[config.mk]
export PLATFORM = sky130hd
export DESIGN_NAME = a429_rx_core
export DESIGN_NICKNAME = d
export VERILOG_FILES = /design/src/rtl/a429_rx_pkg.sv /design/src/rtl/a429_rx_sync.sv /design/src/rtl/a429_rx_front.sv /design/src/rtl/a429_rx_gap.sv /design/src/rtl/a429_rx_frame.sv /design/src/rtl/a429_rx_core.sv
export SDC_FILE = /design/constraint.sdc
export NUM_CORES = 1
export LEC_CHECK = 0
export BUFFER_PORTS_ARGS = -buffer_cell sky130_fd_sc_hd__buf_2
export CAP_MARGIN = 0
export CORE_ASPECT_RATIO = 2
export CORE_MARGIN = 1.5
export CORE_UTILIZATION = 30
export DETAILED_ROUTE_END_ITERATION = 12
export GPL_TIMING_DRIVEN = 0
export PLACE_DENSITY = 0.49
export SLEW_MARGIN = 5
export SYNTH_ARGS = -nofsm -noshare
export SYNTH_HDL_FRONTEND = slang
export SYNTH_SLANG_ARGS = --single-unit
export TNS_END_PERCENT = 100
[constraint.sdc]
create_clock -name clk -period 2.84 [get_ports clk]
set_input_delay 0.568 -clock clk [delete_from_list [all_inputs] [get_ports clk]]
set_output_delay 0.568 -clock clk [all_outputs]
set_load 0.02 [all_outputs]
[src/rtl/a429_rx_pkg.sv]
package a429_rx_pkg;
  // Bits in one complete word
  localparam int WORD_BITS   = 32;
  // Gap clock rising edges with no bit that mark the end of a word
  localparam int GAP_TICKS   = 16;
  // Flops in each input synchroniser
  localparam int SYNC_STAGES = 2;
endpackage

[src/rtl/a429_rx_sync.sv]
module a429_rx_sync #(
  parameter int W      = 1,
  parameter int STAGES = 2
) (
  input  logic         clk,
  input  logic         rst_n,
  input  logic [W-1:0] d,
  output logic [W-1:0] q
);
  logic [STAGES-1:0][W-1:0] stg_q;
  logic [STAGES-1:0][W-1:0] stg_d;

  generate
    if (STAGES == 1) begin : g_one
      always_comb stg_d = d;
    end else begin : g_chain
      always_comb stg_d = {stg_q[STAGES-2:0], d};
    end
  endgenerate

  always_ff @(posedge clk or negedge rst_n) begin
    if (!rst_n) stg_q <= '0;
    else        stg_q <= stg_d;
  end

  assign q = stg_q[STAGES-1];
endmodule

[src/rtl/a429_rx_front.sv]
module a429_rx_front #(
  parameter int SYNC_STAGES = 2
) (
  input  logic clk,
  input  logic rst_n,
  input  logic line_a,
  input  logic line_b,
  input  logic tst_a,
  input  logic tst_b,
  output logic bit_stb,
  output logic bit_val
);
  logic       test_mode;
  logic [1:0] raw_ab;
  logic [1:0] sync_ab;
  logic       bclk;
  logic       bclk_q;

  // Test pair overrides the line pair; both high is a null
  always_comb begin
    test_mode = tst_a | tst_b;
    if (test_mode) raw_ab = {tst_a & ~tst_b, tst_b & ~tst_a};
    else           raw_ab = {line_a, line_b};
  end

  a429_rx_sync #(.W(2), .STAGES(SYNC_STAGES)) u_sync_ab (
    .clk   (clk),
    .rst_n (rst_n),
    .d     (raw_ab),
    .q     (sync_ab)
  );

  assign bclk = sync_ab[1] | sync_ab[0];

  always_ff @(posedge clk or negedge rst_n) begin
    if (!rst_n) bclk_q <= 1'b0;
    else        bclk_q <= bclk;
  end

  assign bit_stb = bclk & ~bclk_q;
  assign bit_val = sync_ab[1];
endmodule

[src/rtl/a429_rx_gap.sv]
module a429_rx_gap #(
  parameter int GAP_TICKS   = 16,
  parameter int SYNC_STAGES = 2
) (
  input  logic clk,
  input  logic rst_n,
  input  logic gap_clk,
  input  logic bit_stb,
  output logic gap_stb
);
  localparam int GW = $clog2(GAP_TICKS + 1);
  localparam logic [GW-1:0] LAST = GW'(GAP_TICKS - 1);

  logic          gclk_s;
  logic          gclk_q;
  logic          gtick;
  logic [GW-1:0] cnt_q, cnt_d;
  logic          done_q, done_d;
  logic          cnt_en;

  a429_rx_sync #(.W(1), .STAGES(SYNC_STAGES)) u_sync_g (
    .clk   (clk),
    .rst_n (rst_n),
    .d     (gap_clk),
    .q     (gclk_s)
  );

  always_ff @(posedge clk or negedge rst_n) begin
    if (!rst_n) gclk_q <= 1'b0;
    else        gclk_q <= gclk_s;
  end

  assign gtick = gclk_s & ~gclk_q;

  // A bit restarts the timeout; one gap is flagged per idle stretch
  always_comb begin
    cnt_d   = cnt_q;
    done_d  = done_q;
    gap_stb = 1'b0;
    cnt_en  = 1'b0;
    if (bit_stb) begin
      cnt_d  = '0;
      done_d = 1'b0;
      cnt_en = 1'b1;
    end else if (gtick && !done_q) begin
      cnt_en = 1'b1;
      if (cnt_q == LAST) begin
        cnt_d   = '0;
        done_d  = 1'b1;
        gap_stb = 1'b1;
      end else begin
        cnt_d = cnt_q + 1'b1;
      end
    end
  end

  always_ff @(posedge clk or negedge rst_n) begin
    if (!rst_n) begin
      cnt_q  <= '0;
      done_q <= 1'b0;
    end else if (cnt_en) begin
      cnt_q  <= cnt_d;
      done_q <= done_d;
    end
  end
endmodule

[src/rtl/a429_rx_frame.sv]
module a429_rx_frame #(
  parameter int WORD_BITS = 32
) (
  input  logic                 clk,
  input  logic                 rst_n,
  input  logic                 bit_stb,
  input  logic                 bit_val,
  input  logic                 gap_stb,
  input  logic                 parity_en,
  output logic [WORD_BITS-1:0] word_o,
  output logic                 load_o,
  output logic                 err_o
);
  localparam int CW = $clog2(WORD_BITS + 2);
  localparam logic [CW-1:0] FULL = CW'(WORD_BITS);
  localparam logic [CW-1:0] SAT  = CW'(WORD_BITS + 1);

  logic                 armed_q, armed_d;
  logic [WORD_BITS-1:0] sreg_q, sreg_d;
  logic [CW-1:0]        cnt_q, cnt_d;
  logic [WORD_BITS-1:0] word_q, word_d;
  logic                 load_q, load_d;
  logic                 err_q, err_d;
  logic                 par_bad;

  assign par_bad = parity_en & ~(^sreg_q);

  always_comb begin
    armed_d = armed_q;
    sreg_d  = sreg_q;
    cnt_d   = cnt_q;
    word_d  = word_q;
    load_d  = 1'b0;
    err_d   = err_q;
    if (gap_stb) begin
      armed_d = 1'b1;
      sreg_d  = '0;
      cnt_d   = '0;
      if (armed_q) begin
        if (cnt_q == FULL) begin
          load_d                = 1'b1;
          word_d                = sreg_q;
          word_d[WORD_BITS-1]   = sreg_q[WORD_BITS-1] | par_bad;
          err_d                 = par_bad;
        end else begin
          err_d = 1'b1;
        end
      end
    end else if (bit_stb && armed_q) begin
      sreg_d = {bit_val, sreg_q[WORD_BITS-1:1]};
      if (cnt_q != SAT) cnt_d = cnt_q + 1'b1;
    end
  end

  always_ff @(posedge clk or negedge rst_n) begin
    if (!rst_n) begin
      armed_q <= 1'b0;
      sreg_q  <= '0;
      cnt_q   <= '0;
      word_q  <= '0;
      load_q  <= 1'b0;
      err_q   <= 1'b0;
    end else begin
      armed_q <= armed_d;
      sreg_q  <= sreg_d;
      cnt_q   <= cnt_d;
      word_q  <= word_d;
      load_q  <= load_d;
      err_q   <= err_d;
    end
  end

  assign word_o = word_q;
  assign load_o = load_q;
  assign err_o  = err_q;
endmodule

[src/rtl/a429_rx_core.sv]
module a429_rx_core
  import a429_rx_pkg::*;
#(
  parameter int P_WORD_BITS   = WORD_BITS,
  parameter int P_GAP_TICKS   = GAP_TICKS,
  parameter int P_SYNC_STAGES = SYNC_STAGES
) (
  input  logic                   clk,
  input  logic                   rst_n,
  input  logic                   line_a,
  input  logic                   line_b,
  input  logic                   tst_a,
  input  logic                   tst_b,
  input  logic                   gap_clk,
  input  logic                   parity_en,
  output logic [P_WORD_BITS-1:0] word_o,
  output logic                   load_o,
  output logic                   err_o
);
  logic bit_stb;
  logic bit_val;
  logic gap_stb;

  a429_rx_front #(.SYNC_STAGES(P_SYNC_STAGES)) u_front (
    .clk     (clk),
    .rst_n   (rst_n),
    .line_a  (line_a),
    .line_b  (line_b),
    .tst_a   (tst_a),
    .tst_b   (tst_b),
    .bit_stb (bit_stb),
    .bit_val (bit_val)
  );

  a429_rx_gap #(.GAP_TICKS(P_GAP_TICKS), .SYNC_STAGES(P_SYNC_STAGES)) u_gap (
    .clk     (clk),
    .rst_n   (rst_n),
    .gap_clk (gap_clk),
    .bit_stb (bit_stb),
    .gap_stb (gap_stb)
  );

  a429_rx_frame #(.WORD_BITS(P_WORD_BITS)) u_frame (
    .clk       (clk),
    .rst_n     (rst_n),
    .bit_stb   (bit_stb),
    .bit_val   (bit_val),
    .gap_stb   (gap_stb),
    .parity_en (parity_en),
    .word_o    (word_o),
    .load_o    (load_o),
    .err_o     (err_o)
  );
endmodule

# Word level (Yosys, flattened, before mapping)
# Index checks and enable logic that the tools add are counted.
# Widths: inputs -> output; s select.
[word_totals] register_bits=87 input_bits=8
[classes] add_sub_neg=2 eq_ne=3 muxes=21 n_bitwise=13 reduce_logical=13
[ops] op="$mux 32" n=2
[ops] op="$reduce_xor 32->1" n=1
[ops] op="$mux 6" n=3
[ops] op="$mux 5" n=3
[ops] op="$mux 1" n=12
[ops] op="$reduce_bool 2->1" n=4
[ops] op="$add 6x1->6 const B" n=1
[ops] op="$eq 6x6->1 const B" n=1
[ops] op="$ne 6x6->1 const B" n=1
[ops] op="$reduce_and 2->1" n=3
[ops] op="$reduce_and 3->1" n=2
[ops] op="$add 5x1->5 const B" n=1
[ops] op="$and 1x1->1" n=5
[ops] op="$eq 5x4->1 const B" n=1
[ops] op="$not 1->1" n=5
[ops] op="$or 1x1->1" n=3
[ops] op="$logic_and 1x1->1" n=2
[ops] op="$mux 2" n=1
[ops] op="$logic_not 1->1" n=1

# Longest topological paths before layout
# Gate-level depths: netlist of run 1.
[depth] word_depth=7 depth_mapped=8 ltp_nobuf=6

# By module
# Synthesis of run 1 repeated with hierarchy kept, for this count alone.
[hier_totals] hier_cells=325 area_unflattened_um2=3711.1
[modules_own_cells] module="a429_rx_frame" instances=1 cells_per_inst=282 area_each_um2=3159.3 seq_area_each_um2=1826.8
[modules_own_cells] module="a429_rx_gap" instances=1 cells_per_inst=32 area_each_um2=340.3 seq_area_each_um2=175.2
[modules_own_cells] module="a429_rx_sync at u_front.u_sync_ab" instances=1 cells_per_inst=4 area_each_um2=100.1 seq_area_each_um2=100.1
[modules_own_cells] module="a429_rx_front" instances=1 cells_per_inst=5 area_each_um2=61.3 seq_area_each_um2=25.0
[modules_own_cells] module="a429_rx_sync at u_gap.u_sync_g" instances=1 cells_per_inst=2 area_each_um2=50.0 seq_area_each_um2=50.0

# Least setup slack after synthesis of run 1
# Ideal clock, no wire load.
[synth_timing] kind="reg2reg" startpoint="register u_gap.done_q" endpoint="register u_frame.word_q[10] (netlist: u_frame.word_o[10])" setup_time_ns=0.117 arrival_ns=1.604 required_ns=2.723 setup_slack_ns=1.119 path_stages_with_launch=8 path_buffers=1 synth_period_minus_slack_ns=1.721 cell_sequence="dfrtp_1 > nor3b_2 > nand2_1 > nor4_4 > nand4_1 > buf_2 > nand2_1 > nand2_1"
[synth_between] elab_chain_cells=5
[synth_rtl] element="from (decl)" line_no="a429_rx_gap.sv:18" rtl="logic done_q, done_d;"
[synth_rtl] element="from (signal assigned)" line_no="a429_rx_gap.sv:63" rtl="done_q <= done_d;"
[synth_rtl] element="$logic_not 1->1" line_no="a429_rx_gap.sv:45" rtl="end else if (gtick && !done_q) begin"
[synth_rtl] element="$logic_and 1x1->1" line_no="a429_rx_gap.sv:45"
[synth_rtl] element="$mux 1" line_no="a429_rx_gap.sv:45"
[synth_rtl] element="$mux 1" line_no="a429_rx_gap.sv:41" rtl="if (bit_stb) begin"
[synth_rtl] element="$reduce_and 3->1 (no line)"
[synth_rtl] element="to (signal assigned)" line_no="a429_rx_frame.sv:67" rtl="word_q <= word_d;"
[synth_rtl] element="to (decl)" line_no="a429_rx_frame.sv:21" rtl="logic [WORD_BITS-1:0] word_q, word_d;"
# Every way passes these cells.
# A chain may end at the register's enable or synchronous reset.

# Worst setup path after layout of run 1
[layout_timing] startpoint="register u_gap.done_q" endpoint="register u_frame.word_q[26] (netlist: u_frame.word_o[26])"
# Same word-level chain as after synthesis.

==> metrics.txt, run 1 <==
worst r2r dst u_frame.word_o[26]; Worst Path Buf+Inv 1; fraction of the yosys area taken by sequential cells 60.8%; Distinct cells, synth 31; count of state elements after synthesis 87; Hold WC Path Type input pin to async pin; Area Overhead vs Synth 19.4%; Post-Syn Area 3580 µm²; GP Congestion 0.749; CP arrival 2340 ps; actual slew at the worst max-slew pin 715 ps; buffers added on ports 41; leading area contributor after synthesis dfrtp_1; Ports 42; num rows 56; Syn Inst Count 324; htree depth 3; IR Drop Worst-Case VDD 0.322 mV; Tcrit/Tclk final 74.4%; CP max stage delay 400 ps; Worst EP required 3070 ps; Final Hold Fails 0; Nets 389; Syn. warnings 0; Slew headroom 51.7%; critical path class register to register; top cells by area, synth dfrtp_1 (61%), nand2_1 (11%), a22o_1 (7.8%); Inst Count DP 511; final slew viol count 0; unrepaired setup endpoints after global routing no; Clk Latency, worst-skew pair 330 ps; net count after synthesis 336; clk root buf clkbuf_16; vias in the first global route 2523; Routed WL per cell 13.8 µm; Via Count 2443; CP startpoint kind register; Die Span Y 157 µm; Via density 4.64; Leak Pwr 2.20 nW; Die Area 12600 µm²; TritonCTS buffer count 9; Initial DRC Count 130; hpwl dp 5.22 mm; global-route wire length before repair 12.5 mm; FF-to-FF path depth 7; Num Clock Sinks 87; endpoints failing setup 0; Hold Buf Count CTS 0; cts repair resizes 0; Max Fclk 473 MHz; delay-heaviest family, CP simple AND/OR/NAND/NOR gates; Worst Skew 7.17 ps; Initial Util 30.6%; crit path max fanout 10; R2R setup slack 730 ps; CP Capture Type register; outcome finished, final reports clean; CTS tree done; clock transition at the registers of the reported paths 60 ps; postcts setup bufs 0; core box area 11700 µm²; most frequent cells in the layout nand2_1 (101), dfrtp_1 (87), buf_2 (48), a22o_1 (32), xnor2_1 (29); fin cells 527; R2R Path Start u_gap.done_q; Critical Path Most Common Cell nand2_1; CP cell instances nor3b_2 -> nand2_1 -> nor4_4 -> nand4_1 -> buf_2 -> nand2_1 -> nand2_1; die extent in x 80.2 µm; Final ANT Viol Nets 0; Mean Syn Cell Area 11.0 µm²; fillcell total 1174; largest net degree at the start of global routing 50; most common cell after layout, fill and taps aside nand2_1; fin crit period 2110 ps; total length of routed wires 7.30 mm; Max-Cap Viols 0; Remaining Overflow, GRT 0; Fin Setup TNS 0 ps; drt pass-1 iters 5; # diodes 0; Synth top area share 60.8%; gr usage total 13.0%; clk buf depth 2; layout cell share with drive strength beyond 1 18.8%; drc violations 0; initial antenna violation count 0; critical path's slowest cell dfrtp_1; pwr/cell area 563 nW/µm²
[power breakdown]
| group | leakage (nW) | switching, mW | total [mW] | internal (mW) |
|---|---|---|---|---|
| sequential | 1.19 | 0.00903 | 1.26 | 1.25 |
| combinational | 0.880 | 0.0397 | 0.0576 | 0.0179 |
| clock | 0.132 | 0.470 | 1.09 | 0.615 |
[stage by stage]
step	hold WS, ps	utilization, %	cell area, µm²	setup slack [ps]	power [mW]
floorplan	272	-	3580	1120	1.30
global placement	331	33.9	3970	410	1.34
detailed placement	335	34.1	4000	689	1.35
CTS	224	36.5	4270	668	2.44
global route	243	36.5	4270	449	2.49
finish	206	36.5	4270	726	2.40
[synthesized netlist by cell type (all sizes together)]
library cell / number
xnor2: 29
or2: 2
ha: 4
nor3b: 1
or3b: 1
a21o: 1
a22o: 32
and4: 2
a211oi: 3
buf: 11
o21ai: 2
nand2b: 1
nand3: 2
nand2: 101
nor2b: 1
dfrtp: 87
nor4b: 1
xor2: 7
clkbuf: 3
o211a: 1
a21oi: 4
nand4: 3
mux2i: 2
nor2: 17
or3: 1
nor4: 1
a311oi: 1
inv: 3
[how the worst max path moves through the flow]
stage / cells after the start / end / start
5_1_grt: 7 / u_frame.word_o[26] / u_gap.done_q
3_3_place_gp: 1 / u_frame.word_o[7] / rst_n
3_5_place_dp: 7 / u_frame.word_o[26] / u_gap.done_q
6_report: 7 / u_frame.word_o[26] / u_gap.done_q
2_1_floorplan: 7 / u_frame.word_o[10] / u_gap.done_q
4_1_cts: 7 / u_frame.word_o[22] / u_gap.done_q
[registers in the layout, indices dropped and copies added (netlist names)]
register                 flops
u_frame.cnt_q                6
u_frame.err_o                1
u_gap.u_sync_g.stg_d         1
u_frame.load_o               1
u_front.u_sync_ab.q          2
u_gap.gclk_q                 1
u_front.bclk_q               1
u_frame.word_o              32
u_front.u_sync_ab.stg_d      2
u_gap.done_q                 1
u_gap.cnt_q                  5
u_gap.u_sync_g.q             1
u_frame.sreg_q              32
u_frame.armed_q              1
[worst reg2reg max path, stage by stage, from the launching register on]
cell and delay, ps:
dfrtp_1 400, nor3b_2 270, nand2_1 180, nor4_4 360
nand4_1 340, buf_2 320, nand2_1 90, nand2_1 50
[cells by family after synthesis]
group	share of synthesized area [%]
and+or+nand+nor	16.0
xor gates and xnor gates	8.81
muxes	0.559
DFF	60.8
AOI/OAI and AO/OA	10.0
buffers and inverters	2.38
adders and majority gates	1.40
[metal layers]
layer / share of wire (%) / up-vias / GRT usage (%)
met2: 53 / 45 / 22.2
met5: 0 / - / 0
li1: - / 1182 / -
met1: 41 / 1205 / 15.5
met4: 2.3 / 0 / 6.40
met3: 3.0 / 11 / 2.26
[cell type report]
type / count / area (µm²) / share of cell area, %
Clock buffer: 11 / 243 / 5.68
Buffer: 14 / 73.8 / 1.73
Multi-Input combinational cell: 220 / 1320 / 30.8
Tap cell: 145 / 181 / 4.25
Timing Repair Buffer: 42 / 235 / 5.51
Inverter: 3 / 11.3 / 0.264
Clock inverter: 5 / 33.8 / 0.791
Sequential cell: 87 / 2180 / 51.0
Power figures use the tool's default switching activity.
==> run 2, diff against run 1 <==
--- a/config.mk
+++ b/config.mk
@@ -12,7 +12,7 @@
 export CORE_UTILIZATION = 30
 export DETAILED_ROUTE_END_ITERATION = 12
 export GPL_TIMING_DRIVEN = 0
-export PLACE_DENSITY = 0.49
+export PLACE_DENSITY = 0.5
 export SLEW_MARGIN = 5
 export SYNTH_ARGS = -nofsm -noshare
 export SYNTH_HDL_FRONTEND = slang
==> constraint.sdc (replaced) <==
create_clock -name clk -period 1.7 [get_ports clk]
set_input_delay 0.34 -clock clk [delete_from_list [all_inputs] [get_ports clk]]
set_output_delay 0.34 -clock clk [all_outputs]
set_load 0.02 [all_outputs]
==> metrics.txt, run 2 (synthesis gave the netlist of run 1 again) <==
Slew headroom 58.4% (+6.7 points); R2R setup slack -150 ps (-880 ps); Routed WL per cell 14.1 µm (+2.0%); total power 4.09 mW (+70%); # diodes 0 (unchanged); IR Drop Worst-Case VDD 0.473 mV (+47%); Ports 42 (unchanged); Worst EP required 1920 ps (-1150 ps); Area Overhead vs Synth 26.8%; actual slew at the worst max-slew pin 620 ps (-94.6 ps); most common cell after layout, fill and taps aside nand2_1; gr usage total 13.5% (+0.49 points); initial antenna violation count 0 (unchanged); core box area 11700 µm² (unchanged); endpoints failing setup 63 (+63); global-route wire length before repair 12.8 mm (+2.2%); clk buf depth 2 (unchanged); die extent in x 80.2 µm (unchanged); Die Area 12600 µm² (unchanged); Clk Latency, worst-skew pair 330 ps (about the same); pwr/cell area 902 nW/µm² (+60%); vias in the first global route 2623 (+4.0%); layout cell share with drive strength beyond 1 23.6% (+4.8 points); hpwl dp 5.31 mm (+1.6%); hold path cells 1; Die Span Y 157 µm (unchanged); Initial DRC Count 91 (-30%); GP Congestion 0.759 (+1.3%); crit path max fanout 10 (unchanged); outcome finished with violations; Worst Skew 4.40 ps (-2.77 ps); Via Count 2503 (+2.5%); Nets 408 (+4.9%); critical path class register to register; Inst Count DP 511 (unchanged); CP arrival 2080 ps (-260 ps); Max Fclk 540 MHz (+14%); Tcrit/Tclk final 109% (+35 points); drc violations 0 (unchanged); clock transition at the registers of the reported paths 60 ps (about the same); clk root buf clkbuf_16; Initial Util 30.6% (unchanged); Hold WC Path Type input pin to register; Remaining Overflow, GRT 0 (unchanged); Final Hold Fails 0 (unchanged); Max-Cap Viols 0 (unchanged); num rows 56 (unchanged); Final Worst Setup Slack -152 ps (-878 ps); fin cells 543 (+3.0%); Via density 4.61 (-0.56%); htree depth 3 (unchanged); CP Capture Type register; TritonCTS buffer count 9 (unchanged); Final ANT Viol Nets 0 (unchanged); Leak Pwr 2.34 nW (+6.4%); final slew viol count 0 (unchanged); Num Clock Sinks 87 (unchanged); buffers added on ports 41 (unchanged); unrepaired setup endpoints after global routing yes; largest net degree at the start of global routing 56 (+12%); most frequent cells in the layout nand2_1 (99), dfrtp_1 (87), buf_2 (40), a22o_1 (32), xnor2_1 (29); CP startpoint kind register; CTS tree done; drt pass-1 iters 4 (-1); failing checks setup timing; FF-to-FF path depth 9 (+2); fin crit period 1850 ps (-262 ps); total length of routed wires 7.67 mm (+5.1%); WHS 110 ps (-96.0 ps)
==> run 2: what timing repair did <==
| action | 4_1_cts | 5_1_grt |
|---|---|---|
| endpoints found under the setup margin | 72 | 68 |
| gates cloned | 3 | 0 |
| gates resized for setup | 24 | 3 |
| hold buffers | 1 | 0 |
| pin swaps | 6 | 6 |
| setup buffers | 12 | 4 |
| endpoints found under the hold margin | 32 | 0 |
==> run 2: per-layer routing <==
layer / GRT usage [%] / wire length (µm)
met2: 24.2 / 4250
met5: 0 / 0
met3: 2.26 / 163
met1: 14.9 / 3070
met4: 6.98 / 179
==> run 2: critical path, cell delays in order, from the launching register on <==
cell and delay (ps):
dfrtp_1 380, or2_4 240, nor2b_4 150, nor4_4 260
buf_4 160, nand4_1 120, buf_4 190, buf_8 130
nand2_1 60, nand2_1 50
==> run 2: path summary, 6_finish.rpt <==
| kind | from | end |
|---|---|---|
| min in group asynchronous | rst_n | u_frame.word_o[24] |
| setup reg to reg | u_front.u_sync_ab.q[1] | u_frame.word_o[18] |
| hold reg to reg | u_gap.u_sync_g.stg_d[1] | u_gap.u_sync_g.q |
| max in group asynchronous | rst_n | u_frame.word_o[4] |
| hold / removal | gap_clk | u_gap.u_sync_g.stg_d[1] |
| setup / recovery | u_front.u_sync_ab.q[1] | u_frame.word_o[18] |
==> run 2: through the flow <==
step,setup WS [ps],cell area [µm²],util (%),TNS (ps)
final,-152,4540,38.8,-7320
after global routing,-299,4540,38.8,-15370
after CTS,-151,4500,38.5,-8150
after detailed placement,-418,4020,34.4,-23130
after global placement,-484,3990,34.1,-62780
after floorplan,-6.80,3610,-,-204
==> run 2: cell type report <==
type	instances	area, µm²
plain buffers	13	128
multi-input cells	220	1360
flip-flops and latches	87	2180
well taps	145	181
inverters	3	11.3
repair buffers	62	412
fillers	1146	7160
clock inverters	2	35.0
clock buffers	11	233
==> run 2: where the power goes <==
group          total [mW]  switching, mW  leakage [nW]  internal [mW]
sequential           2.11         0.0154          1.19           2.09
combinational       0.121         0.0739          1.02         0.0469
clock                1.86          0.750         0.131           1.11
